`src/rtl/irq_status_pkg.sv`:
```
package irq_status_pkg;
  localparam int DATA_W = 32;

  typedef struct packed {
    logic wrStatus;
    logic wrMask;
    logic rdStatus;
    logic rdMask;
    logic rdCmd;
    logic evalNow;
  } irqStrobes_t;
endpackage

```
`src/rtl/irq_status_ctrl.sv`:
```
module irq_status_ctrl
  import irq_status_pkg::*;
#(
  parameter int ADDR_W     = 8,
  parameter int STATUS_OFF = 8,
  parameter int MASK_OFF   = 12,
  parameter int CMD_OFF    = 16
) (
  input  logic              clk,
  input  logic              rst_n,
  input  logic [ADDR_W-1:0] regAddr,
  input  logic              regWrEn,
  input  logic              cmplEvent,
  input  logic              msgEvent,
  input  logic              adapterReset,
  input  logic              cmplQueued,
  output irqStrobes_t       strobes,
  output logic              cmplRetry
);
  localparam logic [ADDR_W-1:0] STATUS_A = ADDR_W'(STATUS_OFF);
  localparam logic [ADDR_W-1:0] MASK_A   = ADDR_W'(MASK_OFF);
  localparam logic [ADDR_W-1:0] CMD_A    = ADDR_W'(CMD_OFF);

  logic hitStatus, hitMask, hitCmd;
  logic evalQ, retryQ, changeNow;

  // Only exact word offsets decode, so unaligned addresses hit nothing.
  assign hitStatus = (regAddr == STATUS_A);
  assign hitMask   = (regAddr == MASK_A);
  assign hitCmd    = (regAddr == CMD_A);

  assign changeNow = strobes.wrStatus | strobes.wrMask | cmplEvent | msgEvent | adapterReset;

  always_comb begin
    strobes.wrStatus = regWrEn & hitStatus;
    strobes.wrMask   = regWrEn & hitMask;
    strobes.rdStatus = hitStatus;
    strobes.rdMask   = hitMask;
    strobes.rdCmd    = hitCmd;
    strobes.evalNow  = evalQ;
  end

  always_ff @(posedge clk) begin
    if (!rst_n) begin
      evalQ  <= 1'b0;
      retryQ <= 1'b0;
    end else begin
      evalQ  <= changeNow;
      retryQ <= strobes.wrStatus & cmplQueued;
    end
  end

  assign cmplRetry = retryQ;

  // a retry only follows a queued acknowledge
  a_r7_retry_cause: assert property (@(posedge clk) disable iff (!rst_n)
    cmplRetry |-> ($past(regWrEn) && $past(cmplQueued)));
  a_r7_no_retry_idle: assert property (@(posedge clk) disable iff (!rst_n)
    !cmplQueued |=> !cmplRetry);
  // every change schedules an evaluation
  a_r5_eval_follows: assert property (@(posedge clk) disable iff (!rst_n)
    (cmplEvent || msgEvent) |=> strobes.evalNow);
endmodule

```
`src/rtl/irq_status_dp.sv`:
```
module irq_status_dp
  import irq_status_pkg::*;
#(
  parameter int CMPL_BIT = 0,
  parameter int MSG_BIT  = 2
) (
  input  logic              clk,
  input  logic              rst_n,
  input  irqStrobes_t       strobes,
  input  logic [DATA_W-1:0] regWrData,
  input  logic [DATA_W-1:0] cmdStatusIn,
  input  logic              cmplEvent,
  input  logic              msgEvent,
  input  logic              adapterReset,
  input  logic              msiEnable,
  output logic [DATA_W-1:0] regRdData,
  output logic              irqLevel,
  output logic              msiNotify
);
  localparam logic [DATA_W-1:0] CMPL_SET = DATA_W'(1) << CMPL_BIT;
  localparam logic [DATA_W-1:0] MSG_SET  = DATA_W'(1) << MSG_BIT;

  logic [DATA_W-1:0] statusQ, statusNext, maskQ;
  logic irqQ, notifyQ, pending;

  always_comb begin
    statusNext = statusQ;
    if (strobes.wrStatus) statusNext = statusNext & ~regWrData;
    if (cmplEvent)        statusNext = statusNext | CMPL_SET;
    if (msgEvent)         statusNext = statusNext | MSG_SET;
    if (adapterReset)     statusNext = '0;
  end

  assign pending = |(statusQ & maskQ);

  always_ff @(posedge clk) begin
    if (!rst_n) begin
      statusQ <= '0;
      maskQ   <= '0;
      irqQ    <= 1'b0;
      notifyQ <= 1'b0;
    end else begin
      statusQ <= statusNext;
      if (strobes.wrMask) maskQ <= regWrData;
      if (strobes.evalNow) begin
        irqQ    <= pending & ~msiEnable;
        notifyQ <= pending & msiEnable;
      end else begin
        notifyQ <= 1'b0;
      end
    end
  end

  always_comb begin
    regRdData = '0;
    if (strobes.rdStatus)   regRdData = statusQ;
    else if (strobes.rdMask) regRdData = maskQ;
    else if (strobes.rdCmd)  regRdData = cmdStatusIn;
  end

  assign irqLevel  = irqQ;
  assign msiNotify = notifyQ;

  // acknowledged bits are gone unless something set them again
  a_r2_clear_ones: assert property (@(posedge clk) disable iff (!rst_n)
    (strobes.wrStatus && !cmplEvent && !msgEvent && !adapterReset)
      |=> ((statusQ & $past(regWrData)) == '0));
  // enable write takes the full word
  a_r3_mask_replace: assert property (@(posedge clk) disable iff (!rst_n)
    strobes.wrMask |=> (maskQ == $past(regWrData)));
  // completion event always lands unless soft reset
  a_r4_cmpl_sets: assert property (@(posedge clk) disable iff (!rst_n)
    (cmplEvent && !adapterReset) |=> statusQ[CMPL_BIT]);
  a_r4_msg_sets: assert property (@(posedge clk) disable iff (!rst_n)
    (msgEvent && !adapterReset) |=> statusQ[MSG_BIT]);
  // a notify comes only from an evaluation in message mode
  a_r6_notify_origin: assert property (@(posedge clk) disable iff (!rst_n)
    msiNotify |-> ($past(strobes.evalNow) && $past(msiEnable)));
  a_r6_level_quiet: assert property (@(posedge clk) disable iff (!rst_n)
    (strobes.evalNow && msiEnable) |=> !irqLevel);
  // soft reset empties causes, keeps enables
  a_r9_soft_clear: assert property (@(posedge clk) disable iff (!rst_n)
    adapterReset |=> (statusQ == '0));
  a_r9_mask_kept: assert property (@(posedge clk) disable iff (!rst_n)
    (adapterReset && !strobes.wrMask) |=> (maskQ == $past(maskQ)));
endmodule

```
`src/rtl/irq_status_unit.sv`:
```
module irq_status_unit
  import irq_status_pkg::*;
#(
  parameter int ADDR_W     = 8,
  parameter int STATUS_OFF = 8,
  parameter int MASK_OFF   = 12,
  parameter int CMD_OFF    = 16,
  parameter int CMPL_BIT   = 0,
  parameter int MSG_BIT    = 2
) (
  input  logic              clk,
  input  logic              rst_n,
  input  logic [ADDR_W-1:0] regAddr,
  input  logic              regWrEn,
  input  logic [31:0]       regWrData,
  output logic [31:0]       regRdData,
  input  logic [31:0]       cmdStatusIn,
  input  logic              cmplEvent,
  input  logic              msgEvent,
  input  logic              adapterReset,
  input  logic              cmplQueued,
  input  logic              msiEnable,
  output logic              irqLevel,
  output logic              msiNotify,
  output logic              cmplRetry
);
  irqStrobes_t strobes;

  irq_status_ctrl #(
    .ADDR_W(ADDR_W), .STATUS_OFF(STATUS_OFF), .MASK_OFF(MASK_OFF), .CMD_OFF(CMD_OFF)
  ) u_ctrl (
    .clk(clk), .rst_n(rst_n), .regAddr(regAddr), .regWrEn(regWrEn),
    .cmplEvent(cmplEvent), .msgEvent(msgEvent), .adapterReset(adapterReset),
    .cmplQueued(cmplQueued), .strobes(strobes), .cmplRetry(cmplRetry)
  );

  irq_status_dp #(
    .CMPL_BIT(CMPL_BIT), .MSG_BIT(MSG_BIT)
  ) u_dp (
    .clk(clk), .rst_n(rst_n), .strobes(strobes), .regWrData(regWrData),
    .cmdStatusIn(cmdStatusIn), .cmplEvent(cmplEvent), .msgEvent(msgEvent),
    .adapterReset(adapterReset), .msiEnable(msiEnable), .regRdData(regRdData),
    .irqLevel(irqLevel), .msiNotify(msiNotify)
  );
endmodule

```
`config.mk`:
```
export PLATFORM = sky130hd
export DESIGN_NAME = irq_status_unit
export DESIGN_NICKNAME = d
export VERILOG_FILES = /design/src/rtl/irq_status_pkg.sv /design/src/rtl/irq_status_ctrl.sv /design/src/rtl/irq_status_dp.sv /design/src/rtl/irq_status_unit.sv
export SDC_FILE = /design/constraint.sdc
export NUM_CORES = 1
export LEC_CHECK = 0
export ABC_AREA = 1
export BUFFER_PORTS_ARGS = -buffer_cell sky130_fd_sc_hd__buf_2
export CAP_MARGIN = 10
export CORE_MARGIN = 5
export CORE_UTILIZATION = 46
export DETAILED_ROUTE_END_ITERATION = 7
export PLACE_DENSITY = 0.77
export SYNTH_ARGS = -nofsm -noshare
export SYNTH_HDL_FRONTEND = slang
export SYNTH_SLANG_ARGS = --single-unit
```
`constraint.sdc`:
```
create_clock -name clk -period 1.06 [get_ports clk]
set_input_delay 0.159 -clock clk [delete_from_list [all_inputs] [get_ports clk]]
set_output_delay 0.159 -clock clk [all_outputs]
set_load 0.05 [all_outputs]
```
==> results.md, run 1 <==
- Status: finished with violations
- Failing checks: negative setup slack
- Max-slew headroom: 0.772
- Cell Rows: 31
- Post-Layout Cell Count: 779
- HP Class: input port to flop
- Clk buf depth: 2
- WL final: 13000 µm
- Largest net degree at the start of global routing: 36
- Post-Route Skew: 0.00841 ns
- Total gr overflow: 0
- I/O pins: 115
- Worst-Skew Late Latency: 0.35 ns
- Top cells by area, synth: dfxtp_1 (39%), nand3_1 (14%), nand2_1 (13%), nor2_1 (8.4%), nand3b_1 (6.7%)
- Final setup fails: 50
- Cell type with the largest total area after synthesis: dfxtp_1
- Vias per cell: 5.40
- DRC violations left: 0
- Vias: 4203
- Core ar.: 0.00729 mm²
- Mapped Cells: 521
- Fmax achieved: 670 MHz
- Worst slew pin tran: 0.342 ns
- Max IR drop VDD: 0.821 mV
- Worst Setup End Kind: output pin
- Seq/Total Area, Yosys: 0.391
- Drt wl/cell: 16.6 µm
- Total CTS buffers: 9
- Global-route usage over all layers: 0.257
- Distinct cells, synth: 23
- First-pass GRT wire length: 20000 µm
- HPWL after detailed placement: 8040 µm
- Final Hold Viols: 0
- Die X: 97.0 µm
- CTS tree: built
- Die area: 0.00940 mm²
- Maxcap violations: 0
- Die Ht: 97.0 µm
- Area Growth Syn to Fin: 70.7%
- Fin nets: 755
- Most frequent cells in the layout: nand2_1 (77), buf_2 (75), nor2_1 (72)
- CP arrival: 1.33 ns
- Final ANT Viol Nets: 0
- Hold_buf cts: 0
- CTS Sinks: 68
- Clk slew on worst S/H paths: 0.07 ns
- Ys Warns: 0
- # port buffers: 114
- Final min period: 1.49 ns
- Crit path max fanout: 14
- CTS H-Tree Depth: 3
- Power density over cell area: 939 mW/mm²
- Crit share post-route: 1.41
- Synth Net Count: 601
- Fillers: 466
- Initial Utilization: 0.477
- RSZ-0062 raised after global routing: yes
- #FFs+latches synth: 68
- Number of global-route vias before repair: 4210
- Most common cell after layout, fill and taps aside: nand2_1
- CTS Root Cell: clkbuf_8
- Static Leak: 3.08 nW
- Ant diodes: 0
- Inst Count DP: 751
- Fraction of layout cells with a size suffix above 1: 0.462
- Final Max Slew Viols: 0
- Cell area after synthesis: 0.00348 mm²
- First drt pass iteration count: 5
- Initial antenna violation count: 0
- Syn avg cell area: 6.68 µm²
- Crit Path Class: input port to output pin
- RD Place Congestion: 0.845
- WP data required: 0.90 ns
- Post-synth top area share: 0.391
- Setup ws final: -0.433 ns
- Final core occ: 0.815
- Startpoint types: input port
- DRT iter0 DRCs: 333
routing by layer:
layer,wire length (µm),vias up,GRT usage
li1,-,1983,-
met1,4950,2003,0.294
met2,6770,189,0.469
met3,947,28,0.0568
met4,299,0,0.0896
met5,0,-,0
repair_timing:
item | in CTS | in global routing
pin swaps | 2 | 11
gates cloned | 3 | 3
gates resized for setup | 135 | 51
endpoints found under the hold margin | 0 | 0
endpoints found under the setup margin | 36 | 68
buffers inserted | 6 | 2
cells by family after synthesis:
| family | count (synthesis) | share of synthesized area |
|---|---|---|
| AOI/OAI and AO/OA | 35 | 0.0503 |
| buffers and inverters | 76 | 0.103 |
| and+or+nand+nor | 342 | 0.455 |
| DFF | 68 | 0.391 |
synthesized netlist by cell type:
cell	n
inv_2	4
clkbuf_1	10
inv_1	39
nor4_4	1
nand3_2	1
buf_6	6
nor2_4	1
o21ai_0	32
dfxtp_1	68
nand3b_1	31
nand3_4	1
clkbuf_2	1
nor2_2	1
nor2_1	78
a21oi_1	3
nor3_1	2
buf_4	3
nand3_1	98
nand2_2	1
nor3_2	1
buf_2	13
nand2_1	125
or2_1	1
path summary, 6_finish.rpt:
path / startpoint / to / slack [ns] / cells after the start
hold reg to reg: u_dp.statusQ[19] / u_dp.statusQ[19] / 0.48 / 2
hold / removal: cmplQueued / u_ctrl.cmplRetry / 0.05 / 3
setup reg to reg: u_dp.maskQ[5] / u_dp.irqLevel / 0 / 8
setup / recovery: regAddr[1] / regRdData[27] / -0.43 / 9
state kept, by name, summed over array words and instances (netlist names):
| register | cells |
|---|---|
| u_dp.statusQ | 32 |
| u_ctrl.evalQ | 1 |
| u_dp.irqLevel | 1 |
| u_dp.maskQ | 32 |
| u_dp.msiNotify | 1 |
| u_ctrl.cmplRetry | 1 |
through the flow:
stage	total power, mW	hold WS (ns)	TNS, ns	worst slack (ns)	area (µm²)
after floorplan	2.80	0.287	-2.94	-0.0964	4010
after global placement	3.04	0.412	-28.15	-0.472	4920
after detailed placement	3.05	0.416	-30.20	-0.483	4920
after CTS	5.55	0.0563	-11.60	-0.364	5740
after global routing	5.74	0.0523	-17.10	-0.496	5940
final	5.58	0.0513	-13.19	-0.433	5940
report_power, final:
group          switching, mW  total, mW  internal [mW]  leakage, nW
clock                   1.01       2.53           1.52        0.116
combinational          0.265      0.476          0.211         2.41
sequential            0.0121       2.57           2.56        0.556
critical path, cell delays in order:
cell and delay (ns):
buf_6 0.10, nor2_4 0.11, nand3b_1 0.14, nor2_4 0.19
buf_4 0.16, buf_12 0.16, nand2_2 0.09, nand3_4 0.08
buf_8 0.14
final cells by class:
type / count / area, µm² / area share
clock buffers: 13 / 169 / 0.0284
clock inverters: 3 / 67.6 / 0.0114
inverters: 43 / 164 / 0.0276
multi-input cells: 377 / 2430 / 0.410
flip-flops and latches: 68 / 1380 / 0.233
well taps: 99 / 124 / 0.0209
repair buffers: 176 / 1600 / 0.269
(Power assumes the default switching activity.)
==> run 2, diff against run 1 <==
--- a/config.mk
+++ b/config.mk
@@ -6,7 +6,7 @@
 export NUM_CORES = 1
 export LEC_CHECK = 0
 export ABC_AREA = 1
-export BUFFER_PORTS_ARGS = -buffer_cell sky130_fd_sc_hd__buf_2
+export BUFFER_PORTS_ARGS = -buffer_cell sky130_fd_sc_hd__buf_4
 export CAP_MARGIN = 10
 export CORE_MARGIN = 5
 export CORE_UTILIZATION = 46
==> run 2 against run 1 <==
The flow still finishes with violations (negative setup slack). Wire length is 5.0% higher. Critical path type unchanged. Core utilization is 2.7 points higher. Critical endpoint is now regRdData[30]. Count of clock-buffer cells in the layout is 3 lower. Clock power is 22% lower. Largest power group unchanged. Global-route usage is 0.63 points higher. Highest routed layer unchanged. Largest cell class unchanged.
==> results.md, run 2 (same netlist as run 1, synthesis figures left out) <==
- Global-route usage over all layers: 0.264 (was 0.257)
- Biggest regs: u_dp.maskQ (32), u_dp.statusQ (32) (unchanged)
- Crit Path Class: input port to output pin (unchanged)
- # port buffers: 114 (unchanged)
- CP arrival: 1.28 ns (was 1.33 ns)
- Power density over cell area: 830 mW/mm² (was 939 mW/mm²)
- Drt wl/cell: 17.3 µm (was 16.6 µm)
- Maxcap violations: 0 (unchanged)
- DP Worst Slack: -0.462 ns (was -0.483 ns)
- HPWL after detailed placement: 8140 µm (was 8040 µm)
- Fmax achieved: 694 MHz (was 670 MHz)
- First-pass GRT wire length: 20700 µm (was 20000 µm)
- Cell Rows: 31 (unchanged)
- Initial antenna violation count: 0 (unchanged)
- Worst Hold Launch: cmplEvent (was cmplQueued)
- Static Leak: 3.32 nW (was 3.08 nW)
- Status: finished with violations (unchanged)
- Final min period: 1.44 ns (was 1.49 ns)
- CTS tree: built (unchanged)
- Fillers: 441 (was 466)
- WL final: 13600 µm (was 13000 µm)
- WHS Path Cells: 3 (unchanged)
- Area Growth Syn to Fin: 76.4% (was 70.7%)
- Initial Utilization: 0.477 (unchanged)
- Vias per cell: 5.56 (was 5.40)
- DRC violations left: 0 (unchanged)
- Fraction of layout cells with a size suffix above 1: 0.450 (was 0.462)
- Total power: 5.09 mW (was 5.58 mW)
- Clk buf depth: 2 (unchanged)
- Worst Setup End Kind: output pin (unchanged)
- Crit Reg-Reg Endpoint: u_dp.irqLevel (unchanged)
- I/O pins: 115 (unchanged)
- Final core occ: 0.842 (was 0.815)
- Number of global-route vias before repair: 4341 (was 4210)
- Max-slew headroom: 0.763 (was 0.772)
- RSZ-0062 raised after global routing: yes (unchanged)
- Post-Route Skew: 0.0133 ns (was 0.00841 ns)
- Crit path max fanout: 7 (was 14)
- Largest net degree at the start of global routing: 36 (unchanged)
- RD Place Congestion: 0.860 (was 0.845)
- Most frequent cells in the layout: buf_4 (129), nand2_1 (88), nor2_1 (70) (was nand2_1 (77), buf_2 (75), nor2_1 (72))
- Fin nets: 764 (was 755)
- Vias: 4378 (was 4203)
- Final Hold Viols: 0 (unchanged)
- Failing checks: negative setup slack (unchanged)
- Crit share post-route: 1.36 (was 1.41)
- Most common cell after layout, fill and taps aside: buf_4 (was nand2_1)
- HP Class: input port to flop (unchanged)
- Worst-Skew Late Latency: 0.34 ns (was 0.35 ns)
- Startpoint types: input port (unchanged)
- Ant diodes: 0 (unchanged)
- Die Ht: 97.0 µm (unchanged)
- Worst R2R Start: u_dp.statusQ[27] (was u_dp.maskQ[5])
- Setup slack, reg-to-reg: -0.08 ns (was 0 ns)
- CTS H-Tree Depth: 3 (unchanged)
- Total gr overflow: 0 (unchanged)
- Total CTS buffers: 9 (unchanged)
- First drt pass iteration count: 5 (unchanged)
- R2R cell count: 8 (unchanged)
- Max IR drop VDD: 0.789 mV (was 0.821 mV)
- Setup ws final: -0.380 ns (was -0.433 ns)
- Worst slew pin tran: 0.355 ns (was 0.342 ns)
- Die area: 0.00940 mm² (unchanged)
- Worst Hold Path EP: u_dp.statusQ[0] (was u_ctrl.cmplRetry)
- Core ar.: 0.00729 mm² (unchanged)
- CTS Sinks: 68 (unchanged)
- Final ANT Viol Nets: 0 (unchanged)
- Hold_buf cts: 0 (unchanged)
- CTS Root Cell: clkbuf_8 (unchanged)
- Final Max Slew Viols: 0 (unchanged)
- Final setup fails: 56 (was 50)
- Clk slew on worst S/H paths: 0.08 ns (was 0.07 ns)
- Die X: 97.0 µm (unchanged)
- DRT iter0 DRCs: 458 (was 333)
- WP data required: 0.90 ns (about the same)
-- run 2: metrics by stage --
stage / std cells / hold slack, ns / setup TNS (ns) / cell area [µm²]
after floorplan: 521 / 0.287 / -2.94 / 4010
after global placement: 761 / 0.412 / -26.91 / 5260
after detailed placement: 761 / 0.422 / -31.62 / 5260
after CTS: 783 / 0.0731 / -12.06 / 5940
after global routing: 788 / 0.0821 / -15.62 / 6140
final: 788 / 0.0723 / -14.06 / 6140
-- run 2: worst max-delay path by stage --
stage	startpoint	to	slack [ns]
6_report	regAddr[1]	regRdData[30]	-0.38
5_1_grt	regAddr[1]	regRdData[8]	-0.41
4_1_cts	regAddr[1]	regRdData[12]	-0.37
3_5_place_dp	regAddr[1]	regRdData[0]	-0.46
3_3_place_gp	regAddr[2]	regRdData[17]	-0.42
2_1_floorplan	regAddr[1]	regRdData[10]	-0.1
-- run 2: critical path, cell delays in order --
cell	delay, ns
buf_6	0.10
nor2_4	0.11
nand3b_1	0.14
nor2_4	0.16
buf_12	0.16
buf_12	0.16
nand2_2	0.07
nand3_4	0.08
buf_8	0.14
-- run 2: timing repair --
action                                  CTS  global route
endpoints found under the setup margin   35            64
cloned                                    4             3
pin swaps                                 9            19
gates resized for setup                  98            46
setup buffers                             2             2
-- run 2: layout make-up --
class                   instances  area (µm²)  share of cell area
flip-flops and latches         68        1380               0.225
well taps                      99         124              0.0202
clock inverters                 6        40.0             0.00652
inverters                      43         164              0.0267
clock buffers                  10         138              0.0224
repair buffers                185        1870               0.305
multi-input cells             377        2420               0.394
-- run 2: report_power, final --
| group | switching (mW) | internal, mW | total, mW |
|---|---|---|---|
| combinational | 0.263 | 0.294 | 0.557 |
| clock | 1.06 | 0.909 | 1.97 |
| sequential | 0.00868 | 2.56 | 2.57 |
| total | 1.33 | 3.76 | 5.09 |
-- run 2: metal layers --
layer / wire (µm) / part of all wire / up-vias / global-route usage
li1: - / - / 2003 / -
met5: 0 / 0 / - / 0
met2: 7130 / 0.52 / 253 / 0.470
met3: 1160 / 0.085 / 31 / 0.0525
met1: 5000 / 0.37 / 2091 / 0.313
met4: 319 / 0.023 / 0 / 0.0918
==> run 3, diff against run 2 <==
--- a/config.mk
+++ b/config.mk
@@ -8,10 +8,12 @@
 export ABC_AREA = 1
 export BUFFER_PORTS_ARGS = -buffer_cell sky130_fd_sc_hd__buf_4
 export CAP_MARGIN = 10
+export CELL_PAD_IN_SITES_DETAIL_PLACEMENT = 1
+export CELL_PAD_IN_SITES_GLOBAL_PLACEMENT = 1
 export CORE_MARGIN = 5
-export CORE_UTILIZATION = 46
+export CORE_UTILIZATION = 31
 export DETAILED_ROUTE_END_ITERATION = 7
-export PLACE_DENSITY = 0.77
+export PLACE_DENSITY = 0.75
 export SYNTH_ARGS = -nofsm -noshare
 export SYNTH_HDL_FRONTEND = slang
 export SYNTH_SLANG_ARGS = --single-unit
==> run 3 against run 2 <==
The run still ends with negative setup slack left. Clock power is 58% higher. Worst setup slack worse by 0.093 ns. Count of clock-buffer cells in the layout is 2 higher. Sequential power hardly changed. Critical path type unchanged. Largest power group is now the clock network.
==> results.md, run 3 (same netlist as run 1, synthesis figures left out) <==
- Final core occ: 0.631 (was 0.842)
- Failing checks: negative setup slack (unchanged)
- Crit share post-route: 1.45 (was 1.36)
- Area Growth Syn to Fin: 98.4% (was 76.4%)
- WL met1: 6800 µm (was 5000 µm)
- Area after DPL: 0.00552 mm² (was 0.00526 mm²)
- Fillers: 1243 (was 441)
- Worst hold slack: 0.0904 ns (was 0.0723 ns)
- Routed wl met3: 782 µm (was 1160 µm)
- R2R cell count: 8 (unchanged)
- Fin area: 0.00690 mm² (was 0.00614 mm²)
- Worst Setup End Kind: output pin (unchanged)
- RSZ-0062 raised after global routing: yes (unchanged)
- Post-Route Skew: 0.00450 ns (was 0.0133 ns)
- Most frequent cells in the layout: buf_4 (138), nand2_1 (74), nor2_1 (68) (was buf_4 (129), nand2_1 (88), nor2_1 (70))
- WP data required: 0.90 ns (about the same)
- CTS Root Cell: clkbuf_16 (was clkbuf_8)
- Die X: 116 µm (was 97.0 µm)
- Number of global-route vias before repair: 4882 (was 4341)
- Global-route usage over all layers: 0.238 (was 0.264)
- Die area: 0.0134 mm² (was 0.00940 mm²)
- WHS Path Cells: 3 (unchanged)
- CTS tree: built (unchanged)
- RD Place Congestion: 0.805 (was 0.860)
- Total power: 6.34 mW (was 5.09 mW)
- Vias: 4402 (was 4378)
- Status: finished with violations (unchanged)
- Cell Rows: 38 (was 31)
- Total gr overflow: 0 (unchanged)
- CP arrival: 1.37 ns (was 1.28 ns)
- First drt pass iteration count: 4 (was 5)
- Clk slew on worst S/H paths: 0.06 ns (was 0.08 ns)
- Static Leak: 3.45 nW (was 3.32 nW)
- Total CTS buffers: 9 (unchanged)
- Startpoint types: input port (unchanged)
- DP Worst Slack: -0.480 ns (was -0.462 ns)
- Final Hold Viols: 0 (unchanged)
- Fin nets: 788 (was 764)
- # port buffers: 114 (unchanged)
- I/O pins: 115 (unchanged)
- Largest net degree at the start of global routing: 36 (unchanged)
- Vias per cell: 5.16 (was 5.56)
- Fraction of layout cells with a size suffix above 1: 0.561 (was 0.450)
- HP Class: input port to flop (unchanged)
- Initial Utilization: 0.318 (was 0.477)
- WL final: 17400 µm (was 13600 µm)
- Crit path max fanout: 13 (was 7)
- Core ar.: 0.0109 mm² (was 0.00729 mm²)
- Drt wl/cell: 20.5 µm (was 17.3 µm)
- Final Max Slew Viols: 0 (unchanged)
- Critical path launch point: regAddr[3] (was regAddr[1])
- Ant diodes: 0 (unchanged)
- DRC violations left: 0 (unchanged)
- First-pass GRT wire length: 24700 µm (was 20700 µm)
- Power density over cell area: 918 mW/mm² (was 830 mW/mm²)
- Clk buf depth: 2 (unchanged)
- Max IR drop VDD: 0.647 mV (was 0.789 mV)
- Biggest regs: u_dp.maskQ (32), u_dp.statusQ (32) (unchanged)
- Maxcap violations: 0 (unchanged)
- Worst R2R Start: u_dp.maskQ[2] (was u_dp.statusQ[27])
- CTS H-Tree Depth: 3 (unchanged)
- Final setup fails: 65 (was 56)
- Final min period: 1.53 ns (was 1.44 ns)
- Die Ht: 116 µm (was 97.0 µm)
- Setup ws final: -0.473 ns (was -0.380 ns)
- Highest metal layer with signal wires: met4 (unchanged)
- Max-slew headroom: 0.731 (was 0.763)
- Most common cell after layout, fill and taps aside: buf_4 (unchanged)
- CTS Sinks: 68 (unchanged)
- Initial antenna violation count: 0 (unchanged)
- WL met2: 9410 µm (was 7130 µm)
- DRT iter0 DRCs: 229 (was 458)
- Worst-Skew Late Latency: 0.34 ns (about the same)
- Fmax achieved: 652 MHz (was 694 MHz)
- Worst slew pin tran: 0.404 ns (was 0.355 ns)
- Worst Hold Launch: regWrData[14] (was cmplEvent)
- Final ANT Viol Nets: 0 (unchanged)
- HPWL after detailed placement: 10100 µm (was 8140 µm)
- Hold_buf cts: 0 (unchanged)
- Crit Path Class: input port to output pin (unchanged)
run 3: worst paths after layout:
check | to | slack (ns)
max | regRdData[11] | -0.47
min | u_dp.maskQ[14] | 0.09
max reg2reg | u_dp.irqLevel | -0.06
min reg2reg | u_dp.maskQ[17] | 0.51
run 3: metal layers:
layer / GRT usage / vias to the layer above
met5: 0 / -
met4: 0.0843 / 0
met3: 0.0360 / 37
met2: 0.447 / 127
met1: 0.272 / 2190
li1: - / 2048
run 3: power breakdown:
part | switching, mW | internal, mW | total [mW]
clock network | 1.17 | 1.94 | 3.11
logic | 0.331 | 0.318 | 0.649
registers | 0.00969 | 2.57 | 2.58
total | 1.51 | 4.83 | 6.34
run 3: repair_timing:
item                                    in CTS  in global routing
gates cloned                                 5                  3
endpoints found under the setup margin      50                 83
pin swaps                                   12                 37
buffers inserted                             9                  4
gates resized for setup                     81                148
run 3: final cells by class:
cell class	count	area (µm²)	share of cell area
flip-flops and latches	68	1390	0.201
clock inverters	4	47.5	0.00689
clock buffers	12	256	0.0372
inverters	43	164	0.0237
repair buffers	209	2180	0.316
multi-input cells	377	2690	0.390
well taps	140	175	0.0254
run 3: worst max-delay path, stage by stage:
cell and delay, ns:
buf_4 0.14, nor4_4 0.28, buf_4 0.21, buf_6 0.21
nand3_2 0.12, nand3_4 0.09, buf_8 0.15
run 3: metrics by stage:
| stage | instances | setup TNS [ns] |
|---|---|---|
| 4_1_cts | 847 | -16.48 |
| 6_report | 853 | -17.38 |
| 5_1_grt | 853 | -21.32 |
| 2_1_floorplan | 521 | -2.94 |
| 3_3_place_gp | 818 | -29.22 |
| 3_5_place_dp | 818 | -33.73 |
